===== config.mk =====
export PLATFORM = sky130hd
export DESIGN_NAME = iq_bus_driver
export DESIGN_NICKNAME = d
export VERILOG_FILES = /design/src/rtl/iq_bus_driver_pkg.sv /design/src/rtl/iqd_power_seq.sv /design/src/rtl/iqd_lane_mux.sv /design/src/rtl/iq_bus_driver.sv
export SDC_FILE = /design/constraint.sdc
export NUM_CORES = 1
export LEC_CHECK = 0
export BUFFER_PORTS_ARGS = -buffer_cell sky130_fd_sc_hd__clkbuf_2
export CORE_AREA = 2 2 68 86
export DETAILED_ROUTE_END_ITERATION = 10
export DIE_AREA = 0 0 70 88
export PLACE_DENSITY = 0.66
export SLEW_MARGIN = 5
export SYNTH_ARGS = -nofsm -noshare
export SYNTH_HDL_FRONTEND = slang
export SYNTH_SLANG_ARGS = --single-unit

===== constraint.sdc =====
create_clock -name clk -period 2.77 [get_ports clk]
set_clock_uncertainty 0.2 [all_clocks]
set_input_delay 0.554 -clock clk [delete_from_list [all_inputs] [get_ports clk]]
set_output_delay 0.554 -clock clk [all_outputs]
set_load 0.02 [all_outputs]

===== src/rtl/iq_bus_driver_pkg.sv =====
package iq_bus_driver_pkg;
  typedef enum logic [1:0] {
    PS_IDLE = 2'd0,
    PS_WAKE = 2'd1,
    PS_RUN  = 2'd2
  } pwr_state_t;

  localparam logic [1:0] MODE_SHUTDOWN = 2'b00;
  localparam logic [1:0] MODE_STANDBY  = 2'b01;

  function automatic logic mode_is_active(input logic [1:0] m);
    return m[1];
  endfunction
endpackage


===== src/rtl/iqd_power_seq.sv =====
module iqd_power_seq
  import iq_bus_driver_pkg::*;
#(
  parameter int WAKE_W = 12
) (
  input  logic              clk,
  input  logic              rst_n,
  input  logic [1:0]        mode_i,
  input  logic [WAKE_W-1:0] wake_cycles_i,
  input  logic              conv_clk_i,
  output logic              active_o,
  output logic              run_o,
  output logic              cs_n_o,
  output logic              pd_o,
  output logic              en_o
);
  pwr_state_t        state_q, state_d;
  logic [WAKE_W-1:0] cnt_q, cnt_d;

  assign active_o = mode_is_active(mode_i);

  always_comb begin
    state_d = state_q;
    cnt_d   = cnt_q;
    unique case (state_q)
      PS_IDLE: begin
        if (active_o) begin
          state_d = PS_WAKE;
          cnt_d   = '0;
        end
      end
      PS_WAKE: begin
        if (!active_o) begin
          state_d = PS_IDLE;
        end else if (cnt_q >= wake_cycles_i) begin
          state_d = PS_RUN;
        end else begin
          cnt_d = cnt_q + 1'b1;
        end
      end
      PS_RUN: begin
        // leave only between pairs, when the converter clock is low
        if (!active_o && !conv_clk_i) state_d = PS_IDLE;
      end
      default: state_d = PS_IDLE;
    endcase
  end

  always_ff @(posedge clk) begin
    if (!rst_n) begin
      state_q <= PS_IDLE;
      cnt_q   <= '0;
      pd_o    <= 1'b1;
      en_o    <= 1'b0;
    end else begin
      state_q <= state_d;
      cnt_q   <= cnt_d;
      pd_o    <= (mode_i == MODE_SHUTDOWN);
      en_o    <= active_o;
    end
  end

  assign run_o  = (state_q == PS_RUN);
  assign cs_n_o = !run_o;
endmodule


===== src/rtl/iqd_lane_mux.sv =====
module iqd_lane_mux #(
  parameter int DATA_W = 8
) (
  input  logic              clk,
  input  logic              rst_n,
  input  logic              run_i,
  input  logic              active_i,
  input  logic              hold_on_empty_i,
  input  logic              in_valid_i,
  input  logic [DATA_W-1:0] in_i_i,
  input  logic [DATA_W-1:0] in_q_i,
  output logic              ready_o,
  output logic              conv_clk_o,
  output logic [DATA_W-1:0] bus_o,
  output logic              underflow_o
);
  logic [DATA_W-1:0] i_hold_q;
  logic [DATA_W-1:0] q_last_q;
  logic              slot;
  logic              fire;

  // a load slot is a low phase of the converter clock while selected
  assign slot    = run_i && active_i && !conv_clk_o;
  assign ready_o = slot;
  assign fire    = slot && in_valid_i;

  always_ff @(posedge clk) begin
    if (!rst_n) begin
      conv_clk_o  <= 1'b0;
      bus_o       <= '0;
      i_hold_q    <= '0;
      q_last_q    <= '0;
      underflow_o <= 1'b0;
    end else begin
      underflow_o <= 1'b0;
      if (!run_i) begin
        conv_clk_o <= 1'b0;
      end else if (conv_clk_o) begin
        // falling edge: Q is captured now, present I for the rising edge
        conv_clk_o <= 1'b0;
        bus_o      <= i_hold_q;
      end else if (fire) begin
        conv_clk_o <= 1'b1;
        bus_o      <= in_q_i;
        q_last_q   <= in_q_i;
        i_hold_q   <= in_i_i;
      end else if (slot) begin
        if (hold_on_empty_i) begin
          underflow_o <= 1'b1;
        end else begin
          conv_clk_o <= 1'b1;
          bus_o      <= q_last_q;
        end
      end
    end
  end
endmodule


===== src/rtl/iq_bus_driver.sv =====
module iq_bus_driver
  import iq_bus_driver_pkg::*;
#(
  parameter int DATA_W = 8,
  parameter int WAKE_W = 12
) (
  input  logic              clk,
  input  logic              rst_n,
  input  logic [1:0]        mode_i,
  input  logic              hold_on_empty_i,
  input  logic [WAKE_W-1:0] wake_cycles_i,
  input  logic              in_valid,
  output logic              in_ready,
  input  logic [DATA_W-1:0] in_i,
  input  logic [DATA_W-1:0] in_q,
  output logic              dac_clk_o,
  output logic [DATA_W-1:0] dac_bus_o,
  output logic              dac_cs_n_o,
  output logic              dac_pd_o,
  output logic              dac_en_o,
  output logic              underflow_o
);
  logic active;
  logic run;

  iqd_power_seq #(.WAKE_W(WAKE_W)) u_pwr (
    .clk          (clk),
    .rst_n        (rst_n),
    .mode_i       (mode_i),
    .wake_cycles_i(wake_cycles_i),
    .conv_clk_i   (dac_clk_o),
    .active_o     (active),
    .run_o        (run),
    .cs_n_o       (dac_cs_n_o),
    .pd_o         (dac_pd_o),
    .en_o         (dac_en_o)
  );

  iqd_lane_mux #(.DATA_W(DATA_W)) u_mux (
    .clk            (clk),
    .rst_n          (rst_n),
    .run_i          (run),
    .active_i       (active),
    .hold_on_empty_i(hold_on_empty_i),
    .in_valid_i     (in_valid),
    .in_i_i         (in_i),
    .in_q_i         (in_q),
    .ready_o        (in_ready),
    .conv_clk_o     (dac_clk_o),
    .bus_o          (dac_bus_o),
    .underflow_o    (underflow_o)
  );
endmodule


==> run_results.csv <==
group,metric,value,unit
synthesis,yosysWarnings,0,
routing,wirelength,4530,um
routing,num_vias,1887,
global_routing,track_usage,15.5,%
finish,syn2layout_area_growth,15.8,%
place,place_congestion,0.877,
timing,fmax,0.429,GHz
finish,antenna_cells,0,
cts,cts_resized,0,
finish,drive_gt1_share,23.0,%
timing,setup_violations,0,
power,switching_power,247,uW
finish,n_fill_cell,537,
setup_path,critPathMaxStageDelay,0.36,ns
power,leakagePower,1.10,nW
routing,viasPerCell,5.11,
synthesis,avgSynthCellArea,8.66,um2
synthesis,synth_top_flop_cell,"dfxtp_1",
setup_path,cp_data_required_time,2.75,ns
power,clkPwrFrac,36.9,%
place,dp_hpwl,3400,um
routing,first_iter_violations,74,
cts,cts_tree,"built",
cts,cts_root_buffer,"clkbuf_8",
synthesis,yosysUniqueCellTypes,45,
timing,fin_setup_tns,0,ns
setup_path,arrival,2.31,ns
synthesis,yosysSeqAreaShare,37.9,%
die,ioPinCount,48,
die,die_h,88,um
synthesis,yosysMostFrequentCell,"dfxtp_1",
synthesis,synth_seq_cells,42,
global_routing,grt_pass1_vias,1748,
die,dieArea,0.00616,mm2
timing,tightest_slew,0.586,ns
power,peakVddDrop,0.000324,V
cts,cts_hold_buf,0,
setup_path,worstRegToRegCells,8,
setup_path,end_kind,"register",
synthesis,synth-async-reset-ratio,0,%
finish,seq_area,841,um2
setup_path,cp_max_fo,11,
synthesis,synth_area,0.00222,mm2
die,dieWidth,70,um
power,fin_total_pwr,1.09,mW
place,io_buffer_count,47,
power,p_sw_share,22.6,%
global_routing,grt_max_degree,28,
routing,ant_nets,0,
die,rows,30,
timing,min_period,2.33,ns
routing,drt-pass1-iter-count,4,
power,power.density,425,mW/mm2
timing,post-route-period-util,84.1,%
setup_path,cp-start-kind,"primary input",
power,intPower,845,uW
power,power_frac_comb,7.3,%
cts,clockBufferDepth,2,
finish,nets,351,
cts,clock_latency,0.29,ns
status,outcome,"finished clean",
setup_path,cpMaxStageDelayCell,"or3_1",
synthesis,synth_top_area_share,37.9,%
die,start_util,41.6,%
global_routing,antenna_found_initial,0,
cts,post_cts_buffers,0,
synthesis,synth_common_cells,"dfxtp_1 (42), nand2_1 (39), nor2_1 (23), mux2i_1 (19), a21oi_1 (15)",
cts,numCtsBuffers,5,
timing,finalHoldViolations,0,
synthesis,synthCells,256,
synthesis,synth_edf_count,0,
cts,cts_max_level,2,
job,drv_cap,0,
timing,maxSlewViolCount,0,
cts,cts_num_sinks,42,
die,core_area,0.00533,mm2
routing,wl_per_cell,12.3,um
hold_path,hold_path_class,"in -> reg",
cts,clkTransAtPathRegs,0.07,ns
setup_path,critical_path_class,"in -> reg",
timing,relSlewSlack,60.9,%
synthesis,synth_top_area_cell,"dfxtp_1",
finish,multi_input_area,0.00123,mm2
routing,route.detailed.drc,0,
setup_path,crit_path_cell_trace,"clkbuf_2, inv_1, ha_1, and4_4, nor2b_1, or3_1, a21oi_2, buf_4, a21oi_2, o31a_1",
synthesis,synth.area.top_cells,"dfxtp_1 (38%), mux2i_1 (8.6%), ha_1 (7.3%)",
timing,rsz0062_at_grt,"false",
hold_path,whs_path_depth,2,
global_routing,grt_pass1_wl,7650,um
synthesis,synth_nets,303,
setup_path,cpMostUsedCell,"a21oi_2",
global_routing,overflow,0,
power,seqPwrFrac,55.8,%
## power groups by stage
stage          registers (mW)  logic [mW]  clock network [mW]
4_1_cts                 0.610      0.0804               0.420
2_1_floorplan           0.625      0.0427                   0
6_report                0.610      0.0792               0.403
3_5_place_dp            0.624      0.0801                   0
5_1_grt                 0.610      0.0885               0.440
3_3_place_gp            0.624      0.0788                   0
## cells in the final DEF, fill, tap and decap left out, types with 8 or more instances in the layout
master,synthesis,final
nand2_1,39,39
inv_1,14,14
and3_1,9,9
dfxtp_1,42,42
nor2_1,23,23
a21oi_1,15,15
clkbuf_2,0,47
mux2i_1,19,19
o21ai_1,8,8
ha_1,13,13
## per-layer routing
| metal | share of wire, % | vias to the layer above | GRT usage [%] | wire [um] |
|---|---|---|---|---|
| met1 | 44 | 847 | 16.8 | 2010 |
| met4 | 1.9 | 0 | 6.29 | 84 |
| met5 | 0 | - | 0 | 0 |
| met3 | 4.7 | 8 | 4.26 | 212 |
| li1 | - | 987 | - | - |
| met2 | 49 | 45 | 28.4 | 2220 |
## state kept, by name (all words and copies together) (netlist names)
| signal | cells |
|---|---|
| u_pwr.cnt_q | 12 |
| u_mux.bus_o | 8 |
| u_pwr.en_o | 1 |
| u_mux.conv_clk_o | 1 |
| u_pwr.state_q | 2 |
| u_mux.q_last_q | 8 |
| u_mux.i_hold_q | 8 |
| u_pwr.pd_o | 1 |
| u_mux.underflow_o | 1 |
## worst paths after layout
| check | startpoint | end | slack, ns |
|---|---|---|---|
| setup reg to reg | u_pwr.cnt_q[8]$_SDFFE_PN0P_ | u_pwr.cnt_q[8]$_SDFFE_PN0P_ | 0.45 |
| hold reg to reg | u_mux.i_hold_q[6]$_SDFFE_PN0P_ | u_mux.i_hold_q[6]$_SDFFE_PN0P_ | 0.26 |
| hold / removal | mode_i[0] | u_pwr.pd_o$_SDFF_PN1_ | 0.25 |
| setup / recovery | wake_cycles_i[9] | u_pwr.cnt_q[8]$_SDFFE_PN0P_ | 0.44 |
## cell families (layout without fill, tap and decap cells)
| logic type | count (synthesis) | in the layout | synth area share (%) |
|---|---|---|---|
| adder cells (fa/ha/maj) | 13 | 13 | 7.34 |
| multiplexers | 19 | 19 | 8.58 |
| AO/OA/AOI/OAI | 52 | 52 | 16.0 |
| AND/OR/NAND/NOR | 102 | 102 | 22.8 |
| XOR/XNOR | 2 | 2 | 0.790 |
| buffers and inverters | 26 | 75 | 6.60 |
| flip-flops | 42 | 42 | 37.9 |
## area by class of cell
| class | count | share of cell area (%) |
|---|---|---|
| clock inverter | 1 | 0.195 |
| clock buffer | 7 | 3.36 |
| sequential | 42 | 32.7 |
| multi-input combinational | 188 | 47.9 |
| tap | 64 | 3.12 |
| inverter | 16 | 2.34 |
| timing repair buffer | 51 | 10.3 |
## stage by stage
stage / worst slack [ns] / hold WS (ns) / utilization, % / area (um2) / instances
finish: 0.441 / 0.246 / 48.2 / 2570 / 369
global route: 0.277 / 0.265 / 48.2 / 2570 / 369
CTS: 0.429 / 0.237 / 48.2 / 2570 / 369
detailed placement: 0.129 / 0.248 / 46.5 / 2480 / 361
global placement: 0.186 / 0.243 / 46.5 / 2480 / 361
floorplan: 0.329 / 0.237 / - / 2220 / 256
## worst max-delay path, delay by kind of cell
kind                     cells  cell delay, ns
AO/OA/AOI/OAI                3            0.47
adder cells (fa/ha/maj)      1            0.30
buffers and inverters        3            0.28
AND/OR/NAND/NOR              3            0.69
Note: power is estimated with default switching activity, not from simulation.
